<file path="src/rtl/serirq_pkg.sv">
package serirq_pkg;

   localparam int CH1_W    = 2;
   localparam int SHARED_W = 5;

   // slots used by the first channel
   localparam int SLOT_IRQ1  = 1;
   localparam int SLOT_IRQ12 = 12;
   localparam int MIN_SLOTS  = 13;

   typedef enum logic [1:0] {
      FR_IDLE  = 2'd0,
      FR_SLOTS = 2'd1,
      FR_STOP  = 2'd2
   } fr_state_e;

   typedef enum logic [1:0] {
      PH_SAMPLE  = 2'd0,
      PH_RECOVER = 2'd1,
      PH_TURN    = 2'd2
   } slot_phase_e;

   // slot carried by bit b of a shared channel
   function automatic int shared_slot(input int b);
      case (b)
         0:       return 2;
         1:       return 6;
         2:       return 9;
         3:       return 10;
         default: return 11;
      endcase
   endfunction

endpackage

</file>
<file path="src/rtl/serirq_slot_map.sv">
module serirq_slot_map
   import serirq_pkg::*;
#(
   parameter int NUM_SLOTS = 16,
   parameter int N_SHARED  = 2
) (
   input  logic [CH1_W-1:0]                   ch1_req,
   input  logic [N_SHARED-1:0][SHARED_W-1:0]  shared_req,
   output logic [NUM_SLOTS-1:0]               slot_req
);

   for (genvar s = 0; s < NUM_SLOTS; s++) begin : g_slot
      always_comb begin
         logic v;
         v = 1'b0;
         if (s == SLOT_IRQ1)  v = v | ch1_req[0];
         if (s == SLOT_IRQ12) v = v | ch1_req[1];
         for (int c = 0; c < N_SHARED; c++) begin
            for (int b = 0; b < SHARED_W; b++) begin
               if (shared_slot(b) == s) v = v | shared_req[c][b];
            end
         end
         slot_req[s] = v;
      end
   end

endmodule

</file>
<file path="src/rtl/serirq_frame_fsm.sv">
module serirq_frame_fsm
   import serirq_pkg::*;
#(
   parameter int NUM_SLOTS = 16,
   parameter int START_MIN = 4,
   localparam int SLOT_W   = $clog2(NUM_SLOTS),
   localparam int CNT_W    = $clog2(START_MIN + 1)
) (
   input  logic              clk,
   input  logic              rst_n,
   input  logic              line_i,
   output fr_state_e         st,
   output slot_phase_e       ph,
   output logic [SLOT_W-1:0] slot,
   output logic              quiet,
   output logic              start_seen
);

   localparam logic [SLOT_W-1:0] LAST_SLOT = SLOT_W'(NUM_SLOTS - 1);
   localparam logic [CNT_W-1:0]  LOW_SAT   = CNT_W'(START_MIN);
   localparam logic [CNT_W-1:0]  W_QUIET   = CNT_W'(2);
   localparam logic [CNT_W-1:0]  W_CONT    = CNT_W'(3);

   logic [CNT_W-1:0] lowcnt;
   logic             stop_end;

   assign start_seen = (st == FR_IDLE) && line_i && (lowcnt >= LOW_SAT);
   assign stop_end   = (st == FR_STOP) && line_i && (lowcnt != '0);

   always_ff @(posedge clk) begin
      if (!rst_n) begin
         st     <= FR_IDLE;
         ph     <= PH_SAMPLE;
         slot   <= '0;
         lowcnt <= '0;
         quiet  <= 1'b0;
      end else begin
         if (line_i)                lowcnt <= '0;
         else if (lowcnt != LOW_SAT) lowcnt <= lowcnt + CNT_W'(1);

         case (st)
            FR_IDLE: begin
               if (start_seen) begin
                  st   <= FR_SLOTS;
                  ph   <= PH_SAMPLE;
                  slot <= '0;
               end
            end
            FR_SLOTS: begin
               case (ph)
                  PH_SAMPLE:  ph <= PH_RECOVER;
                  PH_RECOVER: ph <= PH_TURN;
                  default: begin
                     ph <= PH_SAMPLE;
                     if (slot == LAST_SLOT) begin
                        st   <= FR_STOP;
                        slot <= '0;
                     end else begin
                        slot <= slot + SLOT_W'(1);
                     end
                  end
               endcase
            end
            FR_STOP: begin
               if (stop_end) begin
                  st <= FR_IDLE;
                  if (lowcnt == W_QUIET)     quiet <= 1'b1;
                  else if (lowcnt == W_CONT) quiet <= 1'b0;
               end
            end
            default: st <= FR_IDLE;
         endcase
      end
   end


   slot_walk_chk: assert property (@(posedge clk) disable iff (!rst_n)
      (st == FR_SLOTS && ph == PH_TURN && slot != LAST_SLOT)
      |=> (st == FR_SLOTS && ph == PH_SAMPLE && slot == $past(slot) + SLOT_W'(1)));


   frame_len_chk: assert property (@(posedge clk) disable iff (!rst_n)
      (st == FR_SLOTS && !(ph == PH_TURN && slot == LAST_SLOT)) |=> (st == FR_SLOTS));


   quiet_sel_chk: assert property (@(posedge clk) disable iff (!rst_n)
      (stop_end && lowcnt == W_QUIET) |=> quiet);


   cont_sel_chk: assert property (@(posedge clk) disable iff (!rst_n)
      (stop_end && lowcnt == W_CONT) |=> !quiet);

endmodule

</file>
<file path="src/rtl/serirq_quiet_starter.sv">
module serirq_quiet_starter #(
   parameter int NUM_SLOTS = 16
) (
   input  logic                 clk,
   input  logic                 rst_n,
   input  logic                 line_i,
   input  logic                 idle,
   input  logic                 quiet,
   input  logic                 start_seen,
   input  logic [NUM_SLOTS-1:0] slot_req,
   output logic                 drive_start
);

   logic [NUM_SLOTS-1:0] prev_req;
   logic                 pend;
   logic                 hi_q;
   logic                 rise;

   assign rise        = |(slot_req & ~prev_req);
   assign drive_start = idle && quiet && pend && hi_q;

   always_ff @(posedge clk) begin
      if (!rst_n) begin
         prev_req <= '0;
         pend     <= 1'b0;
         hi_q     <= 1'b1;
      end else begin
         prev_req <= slot_req;
         hi_q     <= line_i;
         if (drive_start || start_seen) pend <= 1'b0;
         else if (rise && quiet)        pend <= 1'b1;
      end
   end


   one_clk_start_chk: assert property (@(posedge clk) disable iff (!rst_n)
      drive_start |=> !drive_start);


   pend_clear_chk: assert property (@(posedge clk) disable iff (!rst_n)
      start_seen |=> !pend);

endmodule

</file>
<file path="src/rtl/serirq_serializer.sv">
module serirq_serializer
   import serirq_pkg::*;
#(
   parameter int NUM_SLOTS = 16,
   parameter int START_MIN = 4,
   parameter int N_SHARED  = 2
) (
   input  logic                               clk,
   input  logic                               rst_n,
   input  logic                               line_i,
   output logic                               line_o,
   output logic                               line_oe,
   input  logic [CH1_W-1:0]                   ch1_req,
   input  logic [N_SHARED-1:0][SHARED_W-1:0]  shared_req
);

   localparam int SLOT_W = $clog2(NUM_SLOTS);

   if (NUM_SLOTS < MIN_SLOTS) begin : g_bad_slots
      $error("NUM_SLOTS must cover slot 12");
   end
   if (START_MIN < 4) begin : g_bad_start
      $error("START_MIN must exceed the stop widths");
   end
   if (N_SHARED < 1) begin : g_bad_shared
      $error("N_SHARED must be at least 1");
   end

   logic [NUM_SLOTS-1:0] slot_req;
   fr_state_e            st;
   slot_phase_e          ph;
   logic [SLOT_W-1:0]    slot;
   logic                 quiet;
   logic                 start_seen;
   logic                 drive_start;
   logic                 drove_q;
   logic                 drive_low;

   serirq_slot_map #(.NUM_SLOTS(NUM_SLOTS), .N_SHARED(N_SHARED)) u_map (
      .ch1_req    (ch1_req),
      .shared_req (shared_req),
      .slot_req   (slot_req)
   );

   serirq_frame_fsm #(.NUM_SLOTS(NUM_SLOTS), .START_MIN(START_MIN)) u_fsm (
      .clk        (clk),
      .rst_n      (rst_n),
      .line_i     (line_i),
      .st         (st),
      .ph         (ph),
      .slot       (slot),
      .quiet      (quiet),
      .start_seen (start_seen)
   );

   serirq_quiet_starter #(.NUM_SLOTS(NUM_SLOTS)) u_qs (
      .clk         (clk),
      .rst_n       (rst_n),
      .line_i      (line_i),
      .idle        (st == FR_IDLE),
      .quiet       (quiet),
      .start_seen  (start_seen),
      .slot_req    (slot_req),
      .drive_start (drive_start)
   );

   always_ff @(posedge clk) begin
      if (!rst_n)                                drove_q <= 1'b0;
      else if (st == FR_SLOTS && ph == PH_SAMPLE) drove_q <= slot_req[slot];
   end

   assign drive_low = drive_start || (st == FR_SLOTS && ph == PH_SAMPLE && slot_req[slot]);
   assign line_oe   = drive_low || (st == FR_SLOTS && ph == PH_RECOVER && drove_q);
   assign line_o    = !drive_low;


   recover_high_chk: assert property (@(posedge clk) disable iff (!rst_n)
      (st == FR_SLOTS && ph == PH_SAMPLE && line_oe) |=> (line_oe && line_o));


   turn_release_chk: assert property (@(posedge clk) disable iff (!rst_n)
      (st == FR_SLOTS && ph == PH_TURN) |-> !line_oe);


   stop_silent_chk: assert property (@(posedge clk) disable iff (!rst_n)
      (st == FR_STOP) |-> !line_oe);


   idle_quiet_chk: assert property (@(posedge clk) disable iff (!rst_n)
      (st == FR_IDLE && line_oe) |-> (quiet && !line_o));

endmodule

</file>
<file path="config.mk">
export PLATFORM = sky130hd
export DESIGN_NAME = serirq_serializer
export DESIGN_NICKNAME = d
export VERILOG_FILES = /design/src/rtl/serirq_pkg.sv /design/src/rtl/serirq_slot_map.sv /design/src/rtl/serirq_frame_fsm.sv /design/src/rtl/serirq_quiet_starter.sv /design/src/rtl/serirq_serializer.sv
export SDC_FILE = /design/constraint.sdc
export NUM_CORES = 1
export LEC_CHECK = 0
export BUFFER_PORTS_ARGS = -buffer_cell sky130_fd_sc_hd__buf_2
export CAP_MARGIN = 20
export CORE_AREA = 4 4 55 57
export DETAILED_ROUTE_END_ITERATION = 8
export DIE_AREA = 0 0 59 61
export GPL_TIMING_DRIVEN = 0
export PLACE_DENSITY = 0.67
export SETUP_SLACK_MARGIN = 0.1
export SLEW_MARGIN = 20
export SYNTH_ARGS = -nofsm -noshare
export SYNTH_HDL_FRONTEND = slang
export SYNTH_SLANG_ARGS = --single-unit
export TNS_END_PERCENT = 30
</file>
<file path="constraint.sdc">
create_clock -name clk -period 1.6 [get_ports clk]
set_input_delay 0.32 -clock clk [delete_from_list [all_inputs] [get_ports clk]]
set_output_delay 0.32 -clock clk [all_outputs]
set_load 0.03 [all_outputs]
</file>
# Yosys cells after proc, flatten, opt, wreduce, memory -nomap -nowiden
# Cells that the tools add are included.
[op_classes]
addsub = 2
magnitude_cmp = 2
n_eq_ne = 11
n_mux = 16
bitwise = 8
reduce_logical = 29
[ops]
columns = ["cell", "n"]
rows = [
  ["AND 13 x 16 -> 16 bit", 1],
  ["inverter 16 bit", 1],
  ["OR reduction 16 bit", 1],
  ["logical AND 1 bit", 12],
  ["2-to-1 mux 4 bit", 3],
  ["2-to-1 mux 2 bit", 5],
  ["case mux 2 bit (2 select lines)", 2],
  ["case mux 4 bit (2 select lines)", 1],
  ["equality test 3 x 2 -> 1 bit, second input constant", 2],
  ["case mux 2 bit (3 select lines)", 1],
  ["AND reduction 3 bit", 2],
  ["OR reduction 2 bit", 3],
  ["less-than comparator 4 x 5 -> 1 bit, second input constant", 1],
  ["bitwise OR 1 bit", 5],
  ["adder 4 x 1 -> 4 bit, second input constant", 1],
  ["binary-select mux 1 bit (select 4 bit)", 1],
  ["equality test 2 x 1 -> 1 bit, second input constant", 2],
  ["equality test 4 bit, second input constant", 1],
  ["zero test 2 bit", 2],
  ["!= test 2 x 1 -> 1 bit, second input constant", 2],
  ["!= test 2 bit, second input constant", 2],
  ["AND reduction 4 bit", 1],
  ["nonzero test 2 bit", 2],
  ["adder 3 x 1 -> 3 bit, second input constant", 1],
  ["9 further kinds", 13],
]
[word_totals]
regBits = 31
input_bits = 15
out_inout_bits = 2

# Longest topological paths before layout
[logic_depth]
ltp_word = 6
mapped_depth = 7
depth_no_buf = 7

# Cells and area by module
# A second synthesis with hierarchy kept.
[hier_totals]
hier_cells = 183
area_unflattened_um2 = 1662.8
[by_module_without_submodules]
columns = ["module", "instances", "cells_each", "area_each_um2"]
rows = [
  ["serirq_frame_fsm", 1, 68, 644.4],
  ["serirq_quiet_starter", 1, 65, 624.3],
  ["serirq_serializer", 1, 28, 239.0],
  ["serirq_slot_map", 1, 22, 155.1],
]

# Worst setup path after synthesis
# No wires, ideal clock.
[synth_timing]
path_kind = "flip-flop to output port"
from = "register u_fsm.slot[3]"
to = "output port line_oe"
arrival_time_ns = 1.630
required_time_ns = 1.280
path_slack_ns = -0.350
path_stages_with_launch = 6
path_buffers = 0
path_cell_list = "dfxtp_1 nand2b_4 o21ai_1 and4bb_1 nor4_1 o41ai_2"
[synth_via]
elab_chain_cells = 5
[synth_lines]
columns = ["item", "line", "source"]
rows = [
  ["start: declaration", "serirq_frame_fsm.sv:14", "output logic [SLOT_W-1:0] slot,"],
  ["start signal: assignment", "serirq_frame_fsm.sv:59", "slot <= slot + SLOT_W'(1);"],
  ["binary-select mux 1 bit (select 4 bit)", "serirq_serializer.sv:72", "assign drive_low = drive_start || (st == FR_SLOTS && ph == PH_SAMPLE && slot_req[slot]);"],
  ["2-to-1 mux 1 bit (not written as such)", "serirq_serializer.sv:72", ""],
  ["logical AND 1 bit", "serirq_serializer.sv:72", ""],
  ["logical OR 1 bit", "serirq_serializer.sv:72", ""],
  ["logical OR 1 bit", "serirq_serializer.sv:73", "assign line_oe = drive_low || (st == FR_SLOTS && ph == PH_RECOVER && drove_q);"],
  ["end: declaration", "serirq_serializer.sv:12", "output logic line_oe,"],
]
# Every way passes these cells. The select of a mux whose other input is x is not followed.

# Worst setup path in the final report
[layout_timing]
from = "register u_fsm.slot[1]"
to = "output port line_oe"
# Same word-level chain as after synthesis.

==> flow_summary_export.csv <==
group,metric,value,unit
yosys,synth_nets,150,
route,dr.first_iter.drc_count,37,
yosys,synthesis.area,0.00112,sq mm
die,ios,17,
yosys,synth_edf_count,0,
sta,setup-violations-final,2,
setup_path,timing.critical_path.slowest_stage_cell,"dfxtp_4",
grt,grt_pass1_wl,4050,um
grt,gr-total-overflow,0,
sta,grt_setup_unrepaired,"yes",
route,dr.pass1.iters,4,
clocking,cts_buffer_depth,2,
grt,grt_max_degree,13,
clocking,cts_tree,"yes",
sta,setup_slack,-0.596,ns
route,drt_wl_total,2340,um
grt,grt_pass1_vias,939,
yosys,muxShareOfSynthArea,0.890,%
run_status,violations,"negative setup slack",
setup_path,crit_type,"reg2out",
clocking,clk_pin_slew_worst_paths,0.12,ns
die,die_area,0.00360,sq mm
yosys,synthCells,130,
clocking,cts_root_buf,"clkbuf_4",
yosys,synth_top_area_cell,"dfxtp_1",
layout,final_core_util,55.4,%
layout,syn_to_final_growth,21.9,%
clocking,ctsHtreeMaxLevel,1,
placed_design,place_congestion,0.795,
setup_path,worstReg2RegStart,"u_fsm.lowcnt[0]",
placed_design,hpwl,1750,um
die,die_h,61,um
yosys,synth_compound_area_share,18.8,%
yosys,synth_xor_area_share,0.779,%
run_status,status,"finished, violations left",
die,core,0.00248,sq mm
sta,finClkSkew,0.00519,ns
die,rows,18,
die,die_x,59,um
setup_path,endpoint_kind,"output pin",
setup_path,crit_fanout,8,
run,drv_cap,0,
setup_path,max_stage_delay,0.40,ns
setup_path,start_kind,"flip-flop",
yosys,yosys.area_share.simple,28.4,%
setup_path,cp.arrival,1.88,ns
layout,final_common_cell,"nor2_1",
yosys,synth.avg_cell_area,8.65,sq um
yosys,synth_fa_ha_area_share,5.56,%
power,vdd_drop_max,525,uV
sta,fin_crit,2.20,ns
clocking,clock-sinks,22,
yosys,synth.distinct_cells,42,
layout,layout_common_cells,"nor2_1 (20), dfxtp_1 (17), buf_2 (15)",
placed_design,dp_cells,176,
placed_design,io_buffers,16,
sta,slew_headroom,66.4,%
clocking,cts-hold-fix-buffers,0,
sta,hold-worst-slack,0.241,ns
route,drc_errors,0,
sta,worst_pin_slew,0.504,ns
die,initial_utilization,45.4,%
clocking,insertion_delay,0.31,ns
sta,fmax,0.455,GHz
layout,fin_cells,183,
route,vias_per_cell,5.40,
sta,hold_viol,0,
placed_design,post-place-ws,-0.466,ns
setup_path,critPathLaunch,"u_fsm.slot[1]",
yosys,synth_top_area_share,39.2,%
yosys,yosys-top-cells-area,"dfxtp_1 (39%), nor2_1 (6.7%), ha_1 (5.6%), a21oi_1 (5.3%), inv_1 (3.0%)",
power,p_leak,0.000545,uW
setup_path,setup.worst_path.end,"line_oe",
route,vias,988,
yosys,ys_seq_area_share,39.2,%
grt,track_usage,14.9,%
setup_path,r2r-end,"u_fsm.quiet",
setup_path,r2r_setup_slack,0.12,ns
setup_path,required,1.28,ns
hold_path,hp-class,"in2reg",
sta,period_share,137,%
power,powerDensity,692,mW/mm^2
yosys,synth_flop_cell,"dfxtp_1",
layout,antenna_cells,0,
sta,slew_violations,0,
yosys,ys_warn_count,0,
setup_path,reg2reg_depth,7,
clocking,cts_buffers,3,
setup_path,path_cells,"nor4b_2, a21oi_1, and4bb_2, nor4_4, o41ai_4, buf_4",
layout,finalNetCount,174,
route,wire_per_inst,12.8,um
layout,drive_gt1_share,30.1,%
yosys,synth_top_family_by_area,"simple AND/OR/NAND/NOR gates",
yosys,ys_ff_latch,22,
grt,antenna_found_initial,0,
route,antenna_left,0,
yosys,async_reset_ff_share,0,%
power,finalPower,949,uW
## Yosys cell counts (2+ instances only)
cell type	number
a21oi_1	12
and2_1	2
and3_1	2
buf_6	2
dfxtp_1	22
ha_1	5
inv_1	9
nand2_1	8
nand2b_1	4
nand3_1	2
nand3b_1	2
nor2_1	20
nor3_1	3
o21ai_0	4
o21ai_1	2
o22ai_1	5
## stage by stage
step	TNS, ns	cell area, sq um
final	-1.16	1370
after global routing	-1.34	1370
after CTS	-1.14	1340
after detailed placement	-0.693	1250
after global placement	-0.653	1250
after floorplan	-0.292	1140
## critical path: cells and delay by family, from the launching register on
kind,cells,cell delay (ns)
DFF,1,0.40
AOI/OAI and AO/OA,2,0.17
and+or+nand+nor,3,0.81
buffers and inverters,1,0.18
## how the worst min path moves through the flow
stage / start / to / slack (ns) / cells after the start
after CTS: shared_req[4] / u_qs.prev_req[11] / 0.23 / 3
after floorplan: u_qs.pend / u_qs.pend / 0.44 / 2
after detailed placement: u_qs.pend / u_qs.pend / 0.46 / 2
final: shared_req[4] / u_qs.prev_req[11] / 0.24 / 3
after global routing: shared_req[4] / u_qs.prev_req[11] / 0.24 / 3
after global placement: u_qs.pend / u_qs.pend / 0.46 / 2
## power breakdown
part / internal, uW / switching, uW
logic: 32.2 / 41.9
registers: 560 / 6.13
clock network: 139 / 170
total: 731 / 218
## registers in the layout, indices dropped and copies added, names as in the netlist
register / count
drove_q: 1
u_fsm.lowcnt: 3
u_fsm.ph: 2
u_fsm.quiet: 1
u_fsm.slot: 4
u_fsm.st: 2
u_qs.hi_q: 1
u_qs.pend: 1
u_qs.prev_req: 7
## final cells by class
cell class | count | area, sq um
sequential | 22 | 452
tap | 30 | 37.5
timing repair buffer | 19 | 111
buffer | 5 | 38.8
fill | 246 | 1110
multi-input combinational | 94 | 662
clock buffer | 4 | 36.3
inverter | 9 | 33.8
## per-layer routing
| metal | up-vias | global-route usage (%) | part of all wire (%) |
|---|---|---|---|
| li1 | 504 | - | - |
| met1 | 472 | 18.3 | 48 |
| met2 | 8 | 25.9 | 49 |
| met3 | 4 | 1.91 | 1.8 |
| met4 | 0 | 6.80 | 1.2 |
| met5 | - | 0 | 0 |
## cell families after synthesis
group           count (synthesis)
fa+ha+maj                       5
simple gates                   57
mux                             1
xor+xnor                        1
buf+inv                        14
compound gates                 30
flops                          22
## timing repair
| item | 4_1_cts | 5_1_grt |
|---|---|---|
| pin swaps | 3 | 3 |
| endpoints found under the setup margin | 3 | 4 |
| gates resized for setup | 13 | 5 |
| hold endpoints to repair | 0 | 0 |
| setup buffers | 1 | 2 |
Note: power is estimated with default switching activity, not from simulation.
